===== src/rtl/shdw_pkg.sv =====
package shdw_pkg;

   // Target encoding shared by both outputs
   typedef enum logic {
      TGT_SHADOW = 1'b0,
      TGT_ROM    = 1'b1
   } shdw_tgt_e;

   // Read decode: field bit 0 clear selects ROM
   function automatic shdw_tgt_e read_target(input logic [1:0] fld);
      return fld[0] ? TGT_SHADOW : TGT_ROM;
   endfunction

   // Write decode: field bit 1 clear selects ROM
   function automatic shdw_tgt_e write_target(input logic [1:0] fld);
      return fld[1] ? TGT_SHADOW : TGT_ROM;
   endfunction

endpackage


===== src/rtl/shdw_seg_index.sv =====
module shdw_seg_index #(
   parameter int ADDR_W   = 32,
   parameter int SEG_LSB  = 14,
   parameter int SEG_BITS = 4,
   parameter int WIN_BITS = 2
) (
   input  logic [ADDR_W-1:0]   addr,
   output logic [SEG_BITS-1:0] seg_idx,
   output logic                in_window
);
   localparam int TOP_BIT = SEG_LSB + SEG_BITS + WIN_BITS;

   if (ADDR_W < TOP_BIT) begin : g_bad_width
      $error("shdw_seg_index: ADDR_W too narrow for window");
   end

   assign seg_idx   = addr[SEG_LSB +: SEG_BITS];
   assign in_window = &addr[SEG_LSB+SEG_BITS +: WIN_BITS];

   // Bits below the segment and above the window do not take part in the decode
   logic unused_low;
   assign unused_low = ^addr[SEG_LSB-1:0];

   if (ADDR_W > TOP_BIT) begin : g_hi
      logic unused_high;
      assign unused_high = ^addr[ADDR_W-1:TOP_BIT];
   end
endmodule


===== src/rtl/shdw_field_mux.sv =====
module shdw_field_mux #(
   parameter int ATTR_W    = 32,
   parameter int FIELD_W   = 2,
   parameter int STRIDE    = 4,
   parameter int LO_SEGS   = 4,
   parameter int LO_OFS    = 16,
   parameter int EXT_SEGS  = 8,
   parameter int TOP_OFS   = 12,
   parameter int SEG_BITS  = 4
) (
   input  logic [ATTR_W-1:0]   attr_base,
   input  logic [ATTR_W-1:0]   attr_ext,
   input  logic [SEG_BITS-1:0] seg_idx,
   output logic [FIELD_W-1:0]  field
);
   localparam int SEG_COUNT = 1 << SEG_BITS;
   localparam int TOP_START = LO_SEGS + EXT_SEGS;

   if (LO_OFS + STRIDE*(LO_SEGS-1) + FIELD_W > ATTR_W) begin : g_bad_lo
      $error("shdw_field_mux: low fields overflow base word");
   end
   if (STRIDE*(EXT_SEGS-1) + FIELD_W > ATTR_W) begin : g_bad_ext
      $error("shdw_field_mux: ext fields overflow ext word");
   end
   if (TOP_START > SEG_COUNT) begin : g_bad_cnt
      $error("shdw_field_mux: segment count too small");
   end

   logic [FIELD_W-1:0] seg_field [SEG_COUNT];

   for (genvar s = 0; s < SEG_COUNT; s++) begin : g_seg
      if (s < LO_SEGS) begin : g_lo
         assign seg_field[s] = attr_base[LO_OFS + STRIDE*s +: FIELD_W];
      end else if (s < TOP_START) begin : g_ext
         assign seg_field[s] = attr_ext[STRIDE*(s-LO_SEGS) +: FIELD_W];
      end else begin : g_top
         assign seg_field[s] = attr_base[TOP_OFS +: FIELD_W];
      end
   end

   assign field = seg_field[seg_idx];
endmodule


===== src/rtl/shdw_route_map.sv =====
module shdw_route_map
   import shdw_pkg::*;
(
   input  logic [1:0] field,
   input  logic       in_window,
   output logic       rd_rom,
   output logic       wr_rom,
   output logic       err
);
   always_comb begin
      if (in_window) begin
         rd_rom = (read_target(field)  == TGT_ROM);
         wr_rom = (write_target(field) == TGT_ROM);
         err    = 1'b0;
      end else begin
         rd_rom = 1'b0;
         wr_rom = 1'b0;
         err    = 1'b1;
      end
   end
endmodule


===== src/rtl/shdw_region_decoder.sv =====
module shdw_region_decoder #(
   parameter int ADDR_W = 32,
   parameter int ATTR_W = 32
) (
   input  logic [ADDR_W-1:0] phys_addr,
   input  logic [ATTR_W-1:0] attr_base,
   input  logic [ATTR_W-1:0] attr_ext,
   output logic              rd_to_rom,
   output logic              wr_to_rom,
   output logic              addr_err
);
   localparam int FIELD_W  = 2;
   localparam int SEG_LSB  = 14;
   localparam int SEG_BITS = 4;

   logic [SEG_BITS-1:0] seg_idx;
   logic                in_window;
   logic [FIELD_W-1:0]  field;

   shdw_seg_index #(
      .ADDR_W  (ADDR_W),
      .SEG_LSB (SEG_LSB),
      .SEG_BITS(SEG_BITS),
      .WIN_BITS(2)
   ) u_index (
      .addr     (phys_addr),
      .seg_idx  (seg_idx),
      .in_window(in_window)
   );

   shdw_field_mux #(
      .ATTR_W  (ATTR_W),
      .FIELD_W (FIELD_W),
      .STRIDE  (4),
      .LO_SEGS (4),
      .LO_OFS  (16),
      .EXT_SEGS(8),
      .TOP_OFS (12),
      .SEG_BITS(SEG_BITS)
   ) u_mux (
      .attr_base(attr_base),
      .attr_ext (attr_ext),
      .seg_idx  (seg_idx),
      .field    (field)
   );

   shdw_route_map u_route (
      .field    (field),
      .in_window(in_window),
      .rd_rom   (rd_to_rom),
      .wr_rom   (wr_to_rom),
      .err      (addr_err)
   );
endmodule


===== config.mk =====
export PLATFORM = sky130hd
export DESIGN_NAME = shdw_region_decoder
export DESIGN_NICKNAME = d
export VERILOG_FILES = /design/src/rtl/shdw_pkg.sv /design/src/rtl/shdw_seg_index.sv /design/src/rtl/shdw_field_mux.sv /design/src/rtl/shdw_route_map.sv /design/src/rtl/shdw_region_decoder.sv
export SDC_FILE = /design/constraint.sdc
export NUM_CORES = 1
export LEC_CHECK = 0
export BUFFER_PORTS_ARGS = -buffer_cell sky130_fd_sc_hd__clkbuf_2
export CORE_MARGIN = 2
export CORE_UTILIZATION = 15
export DETAILED_ROUTE_END_ITERATION = 6
export PLACE_DENSITY = 0.86
export RECOVER_POWER = 25
export SLEW_MARGIN = 20
export SYNTH_ARGS = -nofsm -noshare
export SYNTH_HDL_FRONTEND = slang
export SYNTH_HIERARCHICAL = 1
export SYNTH_SLANG_ARGS = --single-unit
export TNS_END_PERCENT = 30

===== constraint.sdc =====
create_clock -name vclk -period 1.7
set_clock_uncertainty 0.1 [all_clocks]
set_input_delay 0.34 -clock vclk [all_inputs]
set_output_delay 0.34 -clock vclk [all_outputs]
set_load 0.1 [all_outputs]

==> results.cfg, run 1 <==
[worst_setup_path]
crit_chain = clkbuf_16 -> mux4_2 -> o22ai_2 -> a21oi_1 -> and2b_4 -> buf_12
worstSetupPathType = in2out
crit_path_end_kind = output port
critical-path-max-stage-delay_ns = 0.50
start_kind = input pin
worstPathRequired_ns = 1.26
cp.arrival_ns = 1.60
crit_family = multiplexers
cp_num_buf_inv = 2
cp_slowest_cell = mux4_2
path_max_fanout = 5

[global_route]
grt-ovfl-total = 0
grt_max_degree = 6
grt_pass1_wl_mm = 1.37
grt_pass1_vias = 322
grtUsageTotal_pct = 8.49
antenna_found_initial = 0

[pwr]
pwr_density_cell_nw_per_um2 = 283
p_leak_nw = 0.266
ir_drop_mv = 0.0730

[run]
maxCapViolations = 0

[final_layout]
drive_gt1_share_pct = 87.7
area.sequential_um2 = 0
fin_util_pct = 31.6
clock_buffers = 0
area_growth_syn_to_layout_pct = 100
finalNetCount = 155
fill_cells = 187
antenna_cells = 0
multi_input_area_um2 = 230
seq_cells = 0

[drt]
wl_per_cell_um = 11.7
vias = 325
routed_wl_um = 958
first_pass_iters = 3
remaining_drc_errors = 0
via_per_inst = 3.96
drtAntennaViolNets = 0
drtIter0Drc = 10

[yosys]
yosysTopAreaCellShare_pct = 41.9
ys_top_cells_by_count = 5 x buf_4, 5 x mux4_2
synth_xor_xnor_area_share_pct = 0
synth_top_family_by_area = multiplexers
netlist_area_um2 = 269
synth.yosys.seq_area_share_pct = 0
synth_mux_area_share_pct = 59.1
synth_area_leaders = mux4_2 42%, buf_4 14%, mux4_1 9.8%
syn_inst = 24
synth_compound_area_share_pct = 8.37
avgSynthCellArea_um2 = 11.2
yosys.area_share.simple_pct = 13.0
synth-warning-count = 6
synth.distinct_cells = 12
yosysTopAreaCell = mux4_2
synth_adder_area_share_pct = 0
syn_nets = 120

[floorplan]
dieHeight_um = 46.4
die_width_um = 46.4
rows = 15
pin_count = 99
coreArea_um2 = 1710
initial_core_util_pct = 15.8
die-area_um2 = 2150

[timing]
max_freq_mhz = 490
fin_crit_ns = 2.04
finalHoldViolations = 0
slew_headroom_pct = 64.3
worst_pin_slew_ns = 0.537
timing.final.crit_share_pct = 120
finalWorstSetupSlack_ns = -0.341
whs_ns = 1.13
slew_violations = 0
rsz0062_at_grt = yes
setup_viol = 2

[place]
gp_congestion = 0.769
io_buffers = 35
dp_hpwl_um = 945

[clock_tree]
post_cts_buffers = 0
ctsHoldBuffers = 0

[hold_path]
min-delay-start = phys_addr[19]
hold_path_class = in2out
hold_end = rd_to_rom
whs_path_depth = 4

[status]
violations = setup timing
status = complete, but fails checks
-- metal layers --
| metal | routed length [um] | global-route usage [%] | vias up |
|---|---|---|---|
| met1 | 312 | 9.22 | 150 |
| met3 | 69 | 1.18 | 0 |
| li1 | - | - | 158 |
| met4 | 0 | 0 | 0 |
| met2 | 575 | 17.8 | 17 |
| met5 | 0 | 0 | - |
-- timing repair --
action | 4_1_cts | 5_1_grt
gates resized for setup | 6 | 2
pin swaps | 2 | 1
setup endpoints to repair | 2 | 2
-- area by class of cell --
class              count  share of cell area (%)
multi-input cells     17                    42.7
well taps             25                    5.80
repair buffers        39                    50.8
inverters              1                   0.696
-- power by group --
group	leakage [nW]	internal (mW)	total [mW]	switching, mW
Sequential	0	0	0	0
Clock	0	0	0	0
Combinational	0.266	0.0885	0.153	0.0642
Total	0.266	0.0885	0.153	0.0642
-- kinds of logic (layout without fill, tap and decap cells) --
| logic type | count (synthesis) | after routing |
|---|---|---|
| multiplexers | 8 | 8 |
| buffers and inverters | 7 | 40 |
| AND/OR/NAND/NOR | 5 | 5 |
| AO/OA/AOI/OAI | 4 | 4 |
-- through the flow --
step	power [mW]	setup TNS (ns)	worst slack, ns	instances	instance area (um^2)
2_1_floorplan	0.0924	-0.769	-0.389	24	282
3_3_place_gp	0.140	-0.752	-0.404	82	503
3_5_place_dp	0.145	-0.810	-0.443	82	503
4_1_cts	0.156	-0.690	-0.346	82	547
5_1_grt	0.162	-0.728	-0.391	82	539
6_report	0.153	-0.646	-0.341	82	539
-- how the worst max path moves through the flow --
stage | startpoint | endpoint | slack [ns] | depth (start not counted)
after global routing | phys_addr[15] | wr_to_rom | -0.39 | 6
after floorplan | phys_addr[15] | wr_to_rom | -0.39 | 6
after CTS | phys_addr[17] | rd_to_rom | -0.35 | 6
after detailed placement | phys_addr[15] | wr_to_rom | -0.44 | 6
after global placement | phys_addr[15] | wr_to_rom | -0.40 | 6
final | phys_addr[15] | wr_to_rom | -0.34 | 6
-- worst min-delay path: stages --
cell and delay (ns):
clkbuf_2 0.07, and2_1 0.15, and2b_4 0.17, buf_12 0.16
-- cell usage in the layout, fill, tap and decap left out, drive strengths merged --
master  instances
clkbuf         32
buf             7
mux4            6
mux2i           2
o22ai           2
a21oi           2
and2b           2
and2            1
or2b            1
or2             1
inv             1
Power figures use the tool's default switching activity.
==> run 2, diff against run 1 <==
- ABC_AREA: not set -> 1
- CORE_UTILIZATION: 15 -> 20
- PLACE_DENSITY: 0.86 -> 0.89
==> results.cfg, run 2 <==
[status]
status = finished clean

[yosys]
yosysTopAreaCellShare_pct = 30.0
synth_area_leaders = nand2_1 30%, nand3_1 23%, inv_1 22%
synth.distinct_cells = 11
synth.yosys.seq_area_share_pct = 0
synth_most_common_cell = nand2_1
avgSynthCellArea_um2 = 4.52
netlist_area_um2 = 375
ys_top_cells_by_count = 30 x nand2_1, 22 x inv_1, 17 x nand3_1
synth-warning-count = 6
syn_nets = 179
yosysTopAreaCell = nand2_1
syn_inst = 83

[drt]
remaining_drc_errors = 0
routed_wl_mm = 1.05
drtIter0Drc = 2
first_pass_iters = 2
vias = 537
wl_per_cell_um = 7.36
drtAntennaViolNets = 0
via_per_inst = 3.78

[worst_setup_path]
crit_path_end_kind = output port
cp_num_buf_inv = 3
worstSetupPathType = in2out
crit_chain = buf_8 -> buf_12 -> o211ai_1 -> nand3_1 -> nand2_1 -> nand2_2 -> nor2_4 -> buf_12
path_max_fanout = 12
cp_slowest_cell = buf_12
start_kind = input pin
critical-path-max-stage-delay_ns = 0.18
crit_family = buffers and inverters
cp.arrival_ns = 1.25
cpMostUsedCell = buf_12
worstPathRequired_ns = 1.26

[final_layout]
seq_cells = 0
final_common_cell = clkbuf_2
drive_gt1_share_pct = 40.2
final_cell_mix = 31 x clkbuf_2, 28 x nand2_1, 22 x inv_1, 17 x nand3_1, 4 x buf_12
antenna_cells = 0
area_growth_syn_to_layout_pct = 74.7
clock_buffers = 0
fin_util_pct = 37.6
area.sequential_um2 = 0
finalNetCount = 215

[clock_tree]
ctsHoldBuffers = 0
post_cts_buffers = 0

[timing]
timing.final.crit_share_pct = 99.3
setup_viol = 0
fin_crit_ns = 1.69
slew_violations = 0
finalHoldViolations = 0
slew_headroom_pct = 89.0
tns_ns = 0
worst_pin_slew_ns = 0.165
max_freq_mhz = 592
rsz0062_at_grt = yes

[pwr]
p_leak_nw = 0.437
pwr_density_cell_nw_per_um2 = 263
ir_drop_mv = 0.129

[floorplan]
coreArea_um2 = 1750
initial_core_util_pct = 21.5
die_width_um = 47.3
die-area_um2 = 2240
dieHeight_um = 47.3
pin_count = 99
rows = 15

[global_route]
antenna_found_initial = 0
grt_pass1_wl_mm = 1.68
grt-ovfl-total = 0
grt_max_degree = 13
grt_pass1_vias = 463
grtUsageTotal_pct = 9.81

[place]
io_buffers = 35
gp_congestion = 0.705
dp_hpwl_um = 957

[hold_path]
hold_path_class = in2out

[run]
maxCapViolations = 0
==> run 2: cell types whose count changed after synthesis, moves of 5 or more <==
cell	before	now
nand3_1	0	17
nand2_1	0	30
mux4_2	5	0
inv_1	1	22
==> run 2: cells by family after synthesis <==
kind of cell | synth area share [%]
buffers and inverters | 35.0
and+or+nand+nor | 59.7
AOI/OAI and AO/OA | 5.33
==> run 2: tightest hold or removal path: cells and delay by family <==
family / cells / cell delay (ns)
and+or+nand+nor: 1 / 0.04
buffers and inverters: 4 / 0.38
==> run 2: worst paths after layout <==
path	start	to	cells past startpoint
worst min-delay path	phys_addr[19]	addr_err	5
worst max-delay path	phys_addr[14]	wr_to_rom	8
==> run 2: what timing repair did <==
item                       in CTS  in global routing
pin swaps                       1                  0
hold endpoints to repair        0                  0
resized for setup               1                  3
setup endpoints to repair       2                  2
gates cloned                    0                  0
==> run 2: through the flow <==
step | cell area (um^2) | power [mW] | worst slack, ns | hold slack, ns | cells
after global placement | 641 | 0.168 | -0.0387 | 0.983 | 142
after CTS | 649 | 0.173 | -0.0246 | 1.01 | 142
after global routing | 656 | 0.191 | -0.0656 | 1.04 | 142
after floorplan | 395 | 0.106 | -0.144 | 0.871 | 83
final | 656 | 0.173 | 0.0111 | 1.00 | 142
after detailed placement | 641 | 0.170 | -0.0375 | 1.01 | 142
==> run 2: where the power goes <==
| part | switching, mW | leakage (nW) | internal [mW] | total (mW) |
|---|---|---|---|---|
| clock network | 0 | 0 | 0 | 0 |
| logic | 0.0922 | 0.437 | 0.0805 | 0.173 |
| registers | 0 | 0 | 0 | 0 |
| total | 0.0922 | 0.437 | 0.0805 | 0.173 |
==> run 2: layout make-up <==
| type | instances | area [um^2] |
|---|---|---|
| Fill cell | 208 | 1090 |
| Inverter | 24 | 92.6 |
| Timing Repair Buffer | 39 | 273 |
| Tap cell | 25 | 31.3 |
| Multi-Input combinational cell | 54 | 259 |
==> run 2: routing by layer <==
metal | GRT usage, % | vias to the layer above | routed length, um
met5 | 0 | - | 0
met4 | 0 | 0 | 0
met3 | 1.15 | 0 | 77
met2 | 18.6 | 18 | 508
met1 | 12.4 | 208 | 459
li1 | - | 311 | -
